--- src/rtl/cq_pkg.sv ---
package cq_pkg;
  typedef enum logic {CQ_KIND_CMD = 1'b0, CQ_KIND_EVT = 1'b1} cq_kind_e;

  typedef enum logic [1:0] {
    CQ_ERR_NONE    = 2'd0,
    CQ_ERR_ILLEGAL = 2'd1,
    CQ_ERR_ABORT   = 2'd2,
    CQ_ERR_SYNC    = 2'd3
  } cq_err_e;

  localparam logic [7:0] OFS_SIZE    = 8'h00;
  localparam logic [7:0] OFS_BASE_LO = 8'h04;
  localparam logic [7:0] OFS_BASE_HI = 8'h08;
  localparam logic [7:0] OFS_PROD    = 8'h0C;
  localparam logic [7:0] OFS_CONS    = 8'h10;

  localparam int unsigned SIZE_FW = 5;   // log2 size field width
  localparam int unsigned ERR_LSB = 24;
  localparam int unsigned ERR_W   = 7;
  localparam int unsigned BASE_ALIGN = 5;

  function automatic int unsigned entry_bytes(cq_kind_e k);
    return (k == CQ_KIND_EVT) ? 32 : 16;
  endfunction
endpackage

--- src/rtl/cq_ptr.sv ---
module cq_ptr #(
  parameter int unsigned IDX_W = 20
) (
  input  logic             clk_i,
  input  logic             rst_ni,
  input  logic             clr_i,
  input  logic             wr_i,
  input  logic [IDX_W-1:0] wr_val_i,
  input  logic             inc_i,
  input  logic [IDX_W-1:0] wim_i,
  output logic [IDX_W-1:0] idx_o
);
  always_ff @(posedge clk_i or negedge rst_ni) begin
    if (!rst_ni)    idx_o <= '0;
    else if (clr_i) idx_o <= '0;
    else if (wr_i)  idx_o <= wr_val_i & wim_i;
    else if (inc_i) idx_o <= (idx_o + IDX_W'(1)) & wim_i;
  end
endmodule

--- src/rtl/cq_flags.sv ---
module cq_flags #(
  parameter int unsigned IDX_W = 20
) (
  input  logic [IDX_W-1:0] prod_i,
  input  logic [IDX_W-1:0] cons_i,
  input  logic [IDX_W-1:0] wm_i,
  input  logic [IDX_W-1:0] wim_i,
  output logic             full_o,
  output logic             empty_o
);
  logic [IDX_W-1:0] diff;
  assign diff    = (prod_i ^ cons_i) & wim_i;
  assign empty_o = (diff == '0);
  assign full_o  = (diff == wm_i);
endmodule

--- src/rtl/cq_addr.sv ---
module cq_addr #(
  parameter int unsigned ADDR_W      = 48,
  parameter int unsigned IDX_W       = 20,
  parameter int unsigned ENTRY_BYTES = 32
) (
  input  logic [ADDR_W-1:cq_pkg::BASE_ALIGN] base_i,
  input  logic [IDX_W-1:0]                   idx_i,
  input  logic [IDX_W-1:0]                   slot_mask_i,
  output logic [ADDR_W-1:0]                  addr_o
);
  localparam int unsigned ENTRY_SH = $clog2(ENTRY_BYTES);

  logic [ADDR_W-1:0] base_m, offs;
  assign base_m = {base_i, {cq_pkg::BASE_ALIGN{1'b0}}};
  assign offs   = ADDR_W'(idx_i & slot_mask_i) << ENTRY_SH;
  assign addr_o = base_m + offs;
endmodule

--- src/rtl/cq_index_mgr.sv ---
module cq_index_mgr #(
  parameter cq_pkg::cq_kind_e KIND = cq_pkg::CQ_KIND_EVT,
  parameter int unsigned LOG2_MAX  = 19,
  parameter int unsigned LOG2_RST  = 2,
  parameter int unsigned ADDR_W    = 48
) (
  input  logic              clk_i,
  input  logic              rst_ni,
  input  logic              reg_we_i,
  input  logic [7:0]        reg_addr_i,
  input  logic [31:0]       reg_wdata_i,
  output logic [31:0]       reg_rdata_o,
  input  logic              prod_inc_i,
  input  logic              cons_inc_i,
  input  logic              err_we_i,
  input  logic [1:0]        err_code_i,
  output logic              full_o,
  output logic              empty_o,
  output logic              overflow_o,
  output logic [ADDR_W-1:0] prod_addr_o,
  output logic [ADDR_W-1:0] cons_addr_o
);
  import cq_pkg::*;

  localparam int unsigned IDX_W       = LOG2_MAX + 1;
  localparam int unsigned ENTRY_BYTES = entry_bytes(KIND);

  logic [SIZE_FW-1:0] l2_q, l2_new;
  logic [31:0]        base_lo_q, base_hi_q;
  logic [ERR_W-1:0]   err_q;
  logic               ovf_q;
  logic [IDX_W-1:0]   prod_idx, cons_idx, wm, wim, slot_mask;
  logic               wr_size, wr_prod, wr_cons, size_chg;
  logic               prod_ok, cons_ok;
  logic [63:0]        base_full;

  assign wr_size  = reg_we_i && (reg_addr_i == OFS_SIZE);
  assign wr_prod  = reg_we_i && (reg_addr_i == OFS_PROD);
  assign wr_cons  = reg_we_i && (reg_addr_i == OFS_CONS);
  assign l2_new   = (reg_wdata_i[SIZE_FW-1:0] > SIZE_FW'(LOG2_MAX)) ?
                    SIZE_FW'(LOG2_MAX) : reg_wdata_i[SIZE_FW-1:0];
  assign size_chg = wr_size && (l2_new != l2_q);

  assign wm        = IDX_W'(1) << l2_q;
  assign wim       = (wm << 1) - IDX_W'(1);
  assign slot_mask = wm - IDX_W'(1);

  assign prod_ok = prod_inc_i && !full_o;
  assign cons_ok = cons_inc_i && !empty_o;

  always_ff @(posedge clk_i or negedge rst_ni) begin
    if (!rst_ni) begin
      l2_q      <= SIZE_FW'(LOG2_RST);
      base_lo_q <= '0;
      base_hi_q <= '0;
      err_q     <= '0;
    end else begin
      if (wr_size) l2_q <= l2_new;
      if (reg_we_i && reg_addr_i == OFS_BASE_LO) base_lo_q <= reg_wdata_i;
      if (reg_we_i && reg_addr_i == OFS_BASE_HI) base_hi_q <= reg_wdata_i;
      if (err_we_i) err_q <= ERR_W'(err_code_i);
    end
  end

  cq_ptr #(.IDX_W(IDX_W)) u_prod (
    .clk_i, .rst_ni, .clr_i(size_chg), .wr_i(wr_prod),
    .wr_val_i(reg_wdata_i[IDX_W-1:0]), .inc_i(prod_ok), .wim_i(wim),
    .idx_o(prod_idx)
  );

  cq_ptr #(.IDX_W(IDX_W)) u_cons (
    .clk_i, .rst_ni, .clr_i(size_chg), .wr_i(wr_cons),
    .wr_val_i(reg_wdata_i[IDX_W-1:0]), .inc_i(cons_ok), .wim_i(wim),
    .idx_o(cons_idx)
  );

  cq_flags #(.IDX_W(IDX_W)) u_flags (
    .prod_i(prod_idx), .cons_i(cons_idx), .wm_i(wm), .wim_i(wim),
    .full_o(full_o), .empty_o(empty_o)
  );

  generate
    if (KIND == CQ_KIND_EVT) begin : g_ovf
      always_ff @(posedge clk_i or negedge rst_ni) begin
        if (!rst_ni)                  ovf_q <= 1'b0;
        else if (size_chg)            ovf_q <= 1'b0;
        else if (wr_prod)             ovf_q <= reg_wdata_i[31];
        else if (prod_inc_i && full_o) ovf_q <= 1'b1;
      end
    end else begin : g_no_ovf
      assign ovf_q = 1'b0;
    end
  endgenerate

  assign overflow_o = ovf_q;
  assign base_full  = {base_hi_q, base_lo_q};

  cq_addr #(.ADDR_W(ADDR_W), .IDX_W(IDX_W), .ENTRY_BYTES(ENTRY_BYTES)) u_paddr (
    .base_i(base_full[ADDR_W-1:BASE_ALIGN]), .idx_i(prod_idx),
    .slot_mask_i(slot_mask), .addr_o(prod_addr_o)
  );

  cq_addr #(.ADDR_W(ADDR_W), .IDX_W(IDX_W), .ENTRY_BYTES(ENTRY_BYTES)) u_caddr (
    .base_i(base_full[ADDR_W-1:BASE_ALIGN]), .idx_i(cons_idx),
    .slot_mask_i(slot_mask), .addr_o(cons_addr_o)
  );

  always_comb begin
    reg_rdata_o = '0;
    unique case (reg_addr_i)
      OFS_SIZE:    reg_rdata_o = 32'(l2_q);
      OFS_BASE_LO: reg_rdata_o = base_lo_q;
      OFS_BASE_HI: reg_rdata_o = base_hi_q;
      OFS_PROD: begin
        reg_rdata_o     = 32'(prod_idx);
        reg_rdata_o[31] = ovf_q;
      end
      OFS_CONS: begin
        reg_rdata_o = 32'(cons_idx);
        reg_rdata_o[ERR_LSB+ERR_W-1:ERR_LSB] = err_q;
      end
      default:     reg_rdata_o = '0;
    endcase
  end
endmodule

--- config.mk ---
export PLATFORM = sky130hd
export DESIGN_NAME = cq_index_mgr
export DESIGN_NICKNAME = d
export VERILOG_FILES = /design/src/rtl/cq_pkg.sv /design/src/rtl/cq_ptr.sv /design/src/rtl/cq_flags.sv /design/src/rtl/cq_addr.sv /design/src/rtl/cq_index_mgr.sv
export SDC_FILE = /design/constraint.sdc
export NUM_CORES = 1
export LEC_CHECK = 0
export BUFFER_PORTS_ARGS = -buffer_cell sky130_fd_sc_hd__clkbuf_2
export CORE_UTILIZATION = 60
export CTS_CLUSTER_SIZE = 16
export DETAILED_ROUTE_END_ITERATION = 6
export PLACE_DENSITY = 0.91
export SLEW_MARGIN = 5
export SYNTH_ARGS = -nofsm -noshare
export SYNTH_HDL_FRONTEND = slang
export SYNTH_HIERARCHICAL = 1
export SYNTH_SLANG_ARGS = --single-unit
export TNS_END_PERCENT = 100
--- constraint.sdc ---
create_clock -name clk_i -period 11.35 [get_ports clk_i]
set_input_delay 1.135 -clock clk_i [delete_from_list [all_inputs] [get_ports clk_i]]
set_output_delay 1.135 -clock clk_i [all_outputs]
set_load 0.01 [all_outputs]
==> results.json <==
{
  "cts.sinks": 112,
  "power.density_mw_per_mm2": 105,
  "grt-ovfl-total": 0,
  "period_share_pct": 66.9,
  "grt_pass1_vias": 11200,
  "area_growth_pct": 10.6,
  "gp_congestion": 1.00,
  "drive_gt1_share_pct": 22.4,
  "cp-start-kind": "flop",
  "vias_per_cell": 7.04,
  "clkLatencyLatePin_ps": 370,
  "grt_max_degree": 67,
  "required_ps": 10220,
  "critPathBufInv": 2,
  "cts-buffers-inserted": 9,
  "max_stage_delay_ps": 1110,
  "ctsHtreeMaxLevel": 3,
  "grtUsageTotal_pct": 41.6,
  "vias": 11900,
  "finalSetupTns_ps": 0,
  "drt-wirelength-per-cell_um": 24.0,
  "ios": 179,
  "drt_iter0_drc": 1603,
  "crit_path_cell_trace": "or3_1 > or2_2 > ha_1 > or4_1 > nand2_1 > a22oi_1 > o21ai_0 > buf_4 > and2_1 > ha_1 > and4_1 > and2_1 > nand3_1 > nand3_2 > a221oi_2 > nor3b_2 > xor2_1 > clkbuf_2",
  "wl_um": 40700,
  "synth.yosys.seq_area_share_pct": 24.6,
  "slew_viol_final": 0,
  "portBuffers": 168,
  "maxCapViolations": 0,
  "num_rows": 49,
  "clk_pin_slew_ps": 80,
  "root_buffer": "clkbuf_16",
  "leakagePower_nw": 6.21,
  "die_h_um": 140,
  "status": "finished, violations left",
  "tritoncts": "built",
  "die_w_um": 140,
  "crit_arrival_ps": 6450,
  "crit_type": "flop to output pin",
  "tightest_slew_ps": 1350,
  "cp-end-kind": "output pin",
  "finalHoldViolations": 0,
  "final_critical_path_setup_slack_ps": 3760,
  "drt_pass1_iterations": 7,
  "antenna_cells": 0,
  "max_freq_mhz": 132,
  "finalCriticalPeriod_ps": 7590,
  "antenna_found_initial": 0,
  "ctsHoldBuffers": 0,
  "cpMaxStageDelayCell": "a221oi_2",
  "async_flop_share_pct": 100,
  "synth_seq_cells": 112,
  "vdd_drop_max_mv": 0.131,
  "post-dp-hpwl_um": 30200,
  "synth_warnings": 6,
  "drc_errors": 10,
  "skew_ps": 7.41,
  "antenna_left": 0,
  "die-area_sq_mm": 0.0195,
  "synth_cells": 1323,
  "initial_core_util_pct": 62.3,
  "synth_edf_count": 0,
  "slew_headroom_pct": 9.84,
  "post_cts_buffers": 0,
  "grt_pass1_wl_um": 62800,
  "hold_path.class": "flop to flop",
  "cts_buffer_depth": 2,
  "nNetsFinal": 1553,
  "cts_resized": 0,
  "synth_area_sq_mm": 0.0114,
  "path_delay_family": "simple AND/OR/NAND/NOR gates",
  "setup_violations": 0,
  "critPathMaxFanout": 21,
  "rsz0062_at_grt": "no",
  "total_power_w": 0.00132,
  "core_sq_mm": 0.0183,
  "synthDistinctLibCells": 95,
  "pre_cts_ws_ps": 4390,
  "synthFlopType": "dfrtp_1",
  "avgSynthCellArea_sq_um": 8.60,
  "violations": "DRC"
}
through the flow:
stage                     utilization, %  area, sq um  hold slack [ps]  instances
after floorplan                        -        11400              457       1337
after global placement              67.3        12300              469       1678
after detailed placement            67.3        12300              476       1678
after CTS                           68.9        12600              495       1694
after global routing                68.9        12600              515       1694
final                               68.9        12600              490       1694
cells in the final DEF (no fill, tap or decap), types with 8 or more instances in the layout:
master / n
a211oi_1: 12
a21o_1: 14
a21oi_1: 71
a221o_1: 20
a221oi_1: 8
a22o_1: 10
a22oi_1: 22
a31oi_1: 20
and2_1: 45
and3_1: 30
and4_1: 8
buf_4: 19
clkbuf_16: 9
clkbuf_2: 167
conb_1: 17
dfrtp_1: 111
ha_1: 43
inv_1: 43
mux2_2: 37
mux2_4: 30
mux2i_1: 15
nand2_1: 90
nand2b_1: 23
nand3_1: 45
nand4_1: 20
nor2_1: 97
nor2b_1: 13
nor3_1: 20
nor3b_1: 8
nor4_1: 15
o211a_1: 13
o211ai_1: 20
o21a_1: 10
o21ai_0: 58
o21bai_1: 8
o2bb2ai_1: 8
or3_1: 10
xnor2_1: 28
xor2_1: 85
layer usage:
metal | track usage, % | up-vias | part of all wire [%]
met1 | 52.6 | 5566 | 37
met4 | 26.7 | 0 | 6.8
met3 | 6.68 | 207 | 11
li1 | - | 5183 | -
met5 | 0 | - | 0
met2 | 66.3 | 965 | 45
cell usage after synthesis, types with 21 or more instances:
| master | instances | share of area (%) |
|---|---|---|
| dfrtp_1 | 111 | 24 |
| nor2_1 | 98 | 3.2 |
| nand2_1 | 90 | 3.0 |
| xor2_1 | 85 | 6.5 |
| a21oi_1 | 71 | 3.1 |
| o21ai_0 | 58 | 2.6 |
| and2_1 | 45 | 2.5 |
| nand3_1 | 45 | 2.0 |
| ha_1 | 43 | 4.7 |
| inv_1 | 43 | 1.4 |
| mux2_2 | 37 | 3.7 |
| clkbuf_1 | 34 | 1.1 |
| and3_1 | 30 | 1.6 |
| mux2_4 | 30 | 4.0 |
| xnor2_1 | 28 | 2.2 |
| nand2b_1 | 23 | 1.3 |
| a22oi_1 | 22 | 1.5 |
| nor3_1 | 21 | 0.92 |
cell families (layout without fill, tap and decap cells):
logic type / Yosys count / after routing / synth area share [%]
AND/OR/NAND/NOR: 491 / 491 / 24.5
AO/OA/AOI/OAI: 353 / 353 / 22.2
buffers and inverters: 117 / 245 / 5.06
XOR/XNOR: 113 / 113 / 8.70
flip-flops: 112 / 112 / 24.6
multiplexers: 89 / 89 / 9.63
adder cells (fa/ha/maj): 45 / 45 / 5.08
other: 3 / 17 / 0.0990
worst register-to-register path, delay by kind of cell (launching register included):
family / cells / cell delay, ps
AO/OA/AOI/OAI: 5 / 1420
XOR/XNOR: 1 / 240
adder cells (fa/ha/maj): 1 / 470
buffers and inverters: 1 / 470
flip-flops: 1 / 580
AND/OR/NAND/NOR: 8 / 2880
layout make-up:
class / instances / area (sq um)
repair buffers: 186 / 978
flip-flops and latches: 112 / 2800
well taps: 229 / 287
clock buffers: 10 / 229
fillers: 1470 / 5690
inverters: 43 / 161
clock inverters: 6 / 52.6
multi-input cells: 1108 / 8070
state kept, by name, indices dropped and copies added (netlist names):
name and flops:
base_hi_q 32, overflow_o 1, u_prod/idx_o 20, u_cons/idx_o 20, l2_q 5, err_q 2, base_lo_q 32
power by group:
group | internal, W | leakage (nW) | switching [W]
Sequential | 0.000429 | 1.53 | 0.0000919
Combinational | 0.000185 | 4.55 | 0.000286
Clock | 0.000154 | 0.137 | 0.000169
Total | 0.000768 | 6.21 | 0.000547
worst paths after layout:
check | startpoint | slack [ps] | cells after the start | to
max reg2reg | l2_q[2]$_DFFE_PN0P_ | 5200 | 16 | u_prod/idx_o[8]$_DFFE_PN0P_
min in group asynchronous | rst_ni | 800 | 1 | base_lo_q[19]$_DFFE_PN0P_
min | base_hi_q[31]$_DFFE_PN0P_ | 490 | 1 | base_hi_q[31]$_DFFE_PN0P_
min reg2reg | base_hi_q[31]$_DFFE_PN0P_ | 490 | 1 | base_hi_q[31]$_DFFE_PN0P_
max in group asynchronous | rst_ni | 9230 | 2 | base_hi_q[15]$_DFFE_PN0P_
max | l2_q[2]$_DFFE_PN0P_ | 3760 | 18 | prod_addr_o[38]
No activity file was read; power rests on OpenSTA's default activity.
